--- config.mk ---
export PLATFORM = sky130hd
export DESIGN_NAME = dual_pulse_timer
export DESIGN_NICKNAME = d
export VERILOG_FILES = /design/src/rtl/dpt_pkg.sv /design/src/rtl/dpt_datapath.sv /design/src/rtl/dpt_control.sv /design/src/rtl/dual_pulse_timer.sv
export SDC_FILE = /design/constraint.sdc
export NUM_CORES = 1
export LEC_CHECK = 0
export BUFFER_PORTS_ARGS = -buffer_cell sky130_fd_sc_hd__buf_2
export CAP_MARGIN = 20
export CORE_MARGIN = 10
export CORE_UTILIZATION = 45
export CTS_BUF_LIST = sky130_fd_sc_hd__clkbuf_8
export DETAILED_ROUTE_END_ITERATION = 7
export PLACE_DENSITY = 0.64
export SLEW_MARGIN = 10
export SYNTH_ARGS = -nofsm -noshare
export SYNTH_HDL_FRONTEND = slang
export SYNTH_SLANG_ARGS = --single-unit
--- constraint.sdc ---
create_clock -name clk -period 6.4 [get_ports clk]
set_input_delay 0.64 -clock clk [delete_from_list [all_inputs] [get_ports clk]]
set_output_delay 0.64 -clock clk [all_outputs]
set_load 0.05 [all_outputs]
--- src/rtl/dpt_pkg.sv ---
package dpt_pkg;
  localparam int ADDR_W = 2;
  localparam int NUM_PH = 2;

  localparam logic [ADDR_W-1:0] REG_RELOAD_A = 2'd0;
  localparam logic [ADDR_W-1:0] REG_RELOAD_B = 2'd1;
  localparam logic [ADDR_W-1:0] REG_CTRL     = 2'd2;

  localparam int CTRL_START = 0;
  localparam int CTRL_POL   = 1;
  localparam int CTRL_CLR   = 2;
  localparam int CTRL_W     = 3;

  typedef enum logic [1:0] {
    ST_IDLE  = 2'd0,
    ST_ARMED = 2'd1,
    ST_RUN   = 2'd2
  } runState_e;

  typedef struct packed {
    logic loadA;
    logic loadB;
    logic dec;
  } cntStrobe_t;
endpackage

--- src/rtl/dpt_datapath.sv ---
module dpt_datapath
  import dpt_pkg::*;
#(
  parameter int CNT_W = 8
) (
  input  logic              clk,
  input  logic              rstN,
  input  logic              wrEn,
  input  logic [ADDR_W-1:0] wrAddr,
  input  logic [CNT_W-1:0]  wrData,
  input  cntStrobe_t        strobe,
  output logic              cntLast,
  output logic [CNT_W-1:0]  cntValue
);
  localparam logic [CNT_W-1:0] ONE = CNT_W'(1);

  logic [NUM_PH-1:0][CNT_W-1:0] shadowVal;
  logic [CNT_W-1:0]             cnt;

  // one shadow register per phase; its address equals its phase index
  for (genvar g = 0; g < NUM_PH; g++) begin : g_shadow
    logic [CNT_W-1:0] val;
    always_ff @(posedge clk or negedge rstN) begin
      if (!rstN) begin
        val <= '0;
      end else if (wrEn && (wrAddr == ADDR_W'(g))) begin
        val <= wrData;
      end
    end
    assign shadowVal[g] = val;
  end

  // the counter copies a shadow value at the edge that opens a phase
  always_ff @(posedge clk or negedge rstN) begin
    if (!rstN) begin
      cnt <= '0;
    end else if (strobe.loadA) begin
      cnt <= shadowVal[0];
    end else if (strobe.loadB) begin
      cnt <= shadowVal[1];
    end else if (strobe.dec) begin
      cnt <= cnt - ONE;
    end
  end

  // zero or one left: this tick closes the phase (zero counts as one tick)
  assign cntLast  = (cnt <= ONE);
  assign cntValue = cnt;
endmodule

--- src/rtl/dpt_control.sv ---
module dpt_control
  import dpt_pkg::*;
(
  input  logic              clk,
  input  logic              rstN,
  input  logic              wrEn,
  input  logic [ADDR_W-1:0] wrAddr,
  input  logic [CTRL_W-1:0] wrCtrl,
  input  logic              tick,
  input  logic              trigIn,
  input  logic              intAck,
  input  logic              cntLast,
  output cntStrobe_t        strobe,
  output logic              activeLvl,
  output logic              polBit,
  output logic              irqFlag,
  output runState_e         runState
);
  logic      startBit;
  logic      trigPrev;
  logic      ctrlWr;
  logic      startNext;
  logic      trigRise;
  logic      actNext;
  logic      fallEv;
  logic      clrReq;
  runState_e stateNext;

  assign ctrlWr    = wrEn && (wrAddr == REG_CTRL);
  assign startNext = ctrlWr ? wrCtrl[CTRL_START] : startBit;
  assign trigRise  = trigIn && !trigPrev;

  always_comb begin
    strobe    = '0;
    stateNext = runState;
    actNext   = activeLvl;
    unique case (runState)
      ST_IDLE: begin
        if (startNext) stateNext = ST_ARMED;
      end
      ST_ARMED: begin
        if (!startNext) begin
          stateNext = ST_IDLE;
        end else if (trigRise) begin
          stateNext    = ST_RUN;
          strobe.loadA = 1'b1;
          actNext      = 1'b1;
        end
      end
      ST_RUN: begin
        // trigger is not looked at here: no retrigger
        if (!startNext) begin
          stateNext = ST_IDLE;
          actNext   = 1'b0;
        end else if (tick) begin
          if (cntLast) begin
            actNext = !activeLvl;
            if (activeLvl) strobe.loadB = 1'b1;
            else           strobe.loadA = 1'b1;
          end else begin
            strobe.dec = 1'b1;
          end
        end
      end
      default: begin
        stateNext = ST_IDLE;
        actNext   = 1'b0;
      end
    endcase
  end

  assign fallEv = activeLvl && !actNext;
  assign clrReq = intAck || (ctrlWr && wrCtrl[CTRL_CLR]);

  always_ff @(posedge clk or negedge rstN) begin
    if (!rstN) begin
      runState  <= ST_IDLE;
      activeLvl <= 1'b0;
      startBit  <= 1'b0;
      polBit    <= 1'b0;
      trigPrev  <= 1'b0;
      irqFlag   <= 1'b0;
    end else begin
      runState  <= stateNext;
      activeLvl <= actNext;
      startBit  <= startNext;
      trigPrev  <= trigIn;
      if (ctrlWr) polBit <= wrCtrl[CTRL_POL];
      // a new event outranks a clear in the same cycle
      if (fallEv)      irqFlag <= 1'b1;
      else if (clrReq) irqFlag <= 1'b0;
    end
  end
endmodule

--- src/rtl/dual_pulse_timer.sv ---
module dual_pulse_timer
  import dpt_pkg::*;
#(
  parameter int CNT_W = 8
) (
  input  logic              clk,
  input  logic              rstN,
  input  logic              wrEn,
  input  logic [ADDR_W-1:0] wrAddr,
  input  logic [CNT_W-1:0]  wrData,
  input  logic              tick,
  input  logic              trigIn,
  input  logic              intAck,
  output logic              pulseOut,
  output logic              irqFlag
);
  cntStrobe_t       strobe;
  logic             cntLast;
  logic [CNT_W-1:0] cntValue;
  logic             activeLvl;
  logic             polBit;
  runState_e        runState;

  dpt_control u_ctrl (
    .clk      (clk),
    .rstN     (rstN),
    .wrEn     (wrEn),
    .wrAddr   (wrAddr),
    .wrCtrl   (wrData[CTRL_W-1:0]),
    .tick     (tick),
    .trigIn   (trigIn),
    .intAck   (intAck),
    .cntLast  (cntLast),
    .strobe   (strobe),
    .activeLvl(activeLvl),
    .polBit   (polBit),
    .irqFlag  (irqFlag),
    .runState (runState)
  );

  dpt_datapath #(.CNT_W(CNT_W)) u_dp (
    .clk     (clk),
    .rstN    (rstN),
    .wrEn    (wrEn),
    .wrAddr  (wrAddr),
    .wrData  (wrData),
    .strobe  (strobe),
    .cntLast (cntLast),
    .cntValue(cntValue)
  );

  assign pulseOut = polBit ^ activeLvl;
endmodule

==> flow_summary_export.csv <==
group,metric,value,unit
worst_setup_path,reg2reg_from,"u_dp.cntValue[3]",
sta,finalHoldViolations,0,
routing,wl_per_cell,14.60,um
logic_synthesis,syn-cell-area,1699,um^2
floorplan,io_pins,18,
global_routing,grt_start_max_net_pins,32,
logic_synthesis,yosys_warnings,0,
routing,drcViolationCount,0,
place,placedInstanceArea,1829,um^2
worst_setup_path,path_class,"flop to flop",
floorplan,rows,22,
sta,worstMarginPinSlew,0.6864,ns
routing,drtIter0Drc,99,
sta,timing.setup.tns,0,ns
floorplan,fp.dieW,81.45,um
place,post-dp-hpwl,2503,um
cts,cts-buffers-inserted,5,
logic_synthesis,yosysMostFrequentCell,"dfrtp_1",
floorplan,die_area,6633,um^2
logic_synthesis,synth_edf_count,0,
pwr,vdd_drop_max,0.2636,mV
floorplan,start_util,46.41,%
routing,drtPass1Iterations,4,
sta,setup_ws,3.264,ns
finish,finalInstanceArea,1917,um^2
sta,rsz0062_at_grt,"no",
place,place_ws,3.266,ns
place,io_buffers,17,
logic_synthesis,yosys-top-cells-area,"dfrtp_1 (46%), mux2_2 (12%), ha_1 (5.9%)",
logic_synthesis,yosys.area.top_type_share,45.66,%
worst_setup_path,startpoint,"u_dp.cntValue[3]",
sta,period_share,48.99,%
logic_synthesis,synth-seq-cells,31,
finish,drive_above_1_share,27.07,%
pwr,powerDensity,376.4,nW/um^2
sta,fin_worst_skew,0.003650,ns
routing,drt-vias-per-instance,5.511,
routing,drt_wl_total,3344,um
sta,finalSetupViolCount,0,
worst_setup_path,worst_setup_path_end_kind,"flop",
routing,ant_nets,0,
floorplan,chipHeight,81.45,um
worst_setup_path,crit_path_start_kind,"flop",
outcome,outcome,"complete, no violations",
sta,finalCriticalPeriod,3.136,ns
sta,maxSlewHeadroom,54.24,%
cts,cts_sinks,31,
sta,final.hold.worst_slack,0.4010,ns
finish,fillers,328,
logic_synthesis,ys.flop_type,"dfrtp_1",
worst_setup_path,crit_required,6.56,ns
place,gp_congestion,0.8419,
global_routing,grt_pass1_vias,1255,
floorplan,core_area,3661,um^2
logic_synthesis,synth_common_cells,"dfrtp_1 (31), nor2_1 (20), mux2_2 (18), nand2_1 (11), inv_1 (9)",
global_routing,grt_overflow,0,
cts,ctsHoldBuffers,0,
hold_path,hold_class,"input port to asynchronous set/reset pin",
pwr,power.leakage,0.8747,nW
cts,cts_tree,"yes",
cts,clk_latency,0.28,ns
cts,cts_setup_buffers,0,
cts,root_buffer,"clkbuf_8",
cts,cts_resized,0,
logic_synthesis,syn_inst,160,
cts,clk_pin_slew_worst_paths,0.06,ns
finish,diodes,0,
logic_synthesis,ys_seq_area_share,45.66,%
logic_synthesis,synth_compound_area_share,12.96,%
worst_setup_path,crit_fanout,15,
logic_synthesis,synth_simple_gate_area_share,15.10,%
logic_synthesis,synthDistinctLibCells,36,
logic_synthesis,synth_top_family_by_area,"simple AND/OR/NAND/NOR gates",
logic_synthesis,synth_fa_ha_area_share,5.891,%
logic_synthesis,syn_avg_cell_area,10.62,um^2
logic_synthesis,syn_nets,184,
cts,htreeDepth,2,
finish,nets,205,
logic_synthesis,synth_xor_area_share,3.093,%
sta,max_freq,318.9,MHz
global_routing,grtUsageTotal,10.87,%
routing,route.vias.total,1262,
logic_synthesis,ys_async_sr_fraction,100.0,%
global_routing,grt_antenna_before_repair,0,
sta,slew_violations,0,
job,cap_violations,0,
finish,synthToLayoutAreaGrowth,12.81,%
logic_synthesis,synth_area_leader_cell,"dfrtp_1",
cts,cts_buffer_depth,2,
logic_synthesis,synth_mux_area_share,13.77,%
global_routing,grt_pass1_wl,5644,um
worst_setup_path,worstPathArrival,3.29,ns
-- cells by family (layout without fill, tap and decap cells) --
logic type / after synthesis / in the layout
simple gates: 51 / 51
flops: 31 / 31
compound gates: 29 / 29
mux: 21 / 21
buf+inv: 14 / 35
fa+ha+maj: 8 / 8
xor+xnor: 6 / 6
-- power breakdown --
group / switching, mW / internal [mW]
logic: 0.144 / 0.119
clock network: 0.0666 / 0.0841
registers: 0.0549 / 0.252
-- worst paths after layout --
check	cells after the start	slack [ns]	to
min in group clk	1	0.50	u_ctrl.trigPrev
max in group asynchronous	1	5.55	u_dp.g_shadow[0].val[5]
hold / removal	1	0.40	u_dp.g_shadow[1].val[2]
hold reg to reg	1	0.51	u_dp.g_shadow[1].val[5]
setup reg to reg	9	3.26	u_dp.cntValue[1]
setup / recovery	9	3.26	u_dp.cntValue[1]
-- worst max-delay path, cell delays in order (launching register included) --
cell	delay (ns)
dfrtp_1	0.42
or4_4	0.56
or4_4	0.51
inv_1	0.09
ha_1	0.23
nand4_1	0.12
mux2_2	0.40
mux2i_1	0.15
mux2_1	0.28
mux2_2	0.26
-- per-layer routing --
metal,up-vias,wire (um),track usage (%)
li1,607,-,-
met1,619,1566,13.50
met2,31,1572,17.06
met3,5,166,3.930
met4,0,38,3.806
met5,-,0,0
-- registers in the layout (all words and copies together) (netlist names) --
register           flops
u_ctrl.activeLvl       1
u_dp.cntValue          8
u_ctrl.trigPrev        1
u_ctrl.runState        2
u_ctrl.irqFlag         1
u_ctrl.startBit        1
u_dp.g_shadow.val     16
u_ctrl.polBit          1
-- cell type report --
type                    instances  area [um^2]  area share [%]
flip-flops and latches         31        775.7           40.47
repair buffers                 18        92.59           4.830
multi-input cells             115        863.3           45.04
clock inverters                 1        5.005          0.2611
well taps                      48        60.06           3.133
clock buffers                   6        82.58           4.308
inverters                      10        37.54           1.958
-- cells in the final DEF, fill, tap and decap left out, drive strengths merged, types with 2 or more instances in the layout --
master | Yosys | routed
dfrtp | 31 | 31
xnor2 | 4 | 4
mux2i | 2 | 2
o21ai | 7 | 7
a21oi | 3 | 3
ha | 8 | 8
nand4 | 2 | 2
nand3b | 3 | 3
nand2 | 11 | 11
nand3 | 3 | 3
a31oi | 6 | 6
mux2 | 19 | 19
inv | 10 | 10
nand2b | 2 | 2
nor2b | 3 | 3
xor2 | 2 | 2
nor2 | 20 | 20
a211o | 5 | 5
or4 | 3 | 3
clkbuf | 3 | 6
buf | 1 | 18
-- metrics by stage --
stage | cells | util [%] | total power [mW]
after global placement | 222 | 49.97 | 0.5628
after CTS | 229 | 52.36 | 0.7268
final | 229 | 52.36 | 0.7216
after floorplan | 160 | - | 0.5087
after detailed placement | 222 | 49.97 | 0.5741
after global routing | 229 | 52.36 | 0.7789
Note: power is estimated with default switching activity, not from simulation.
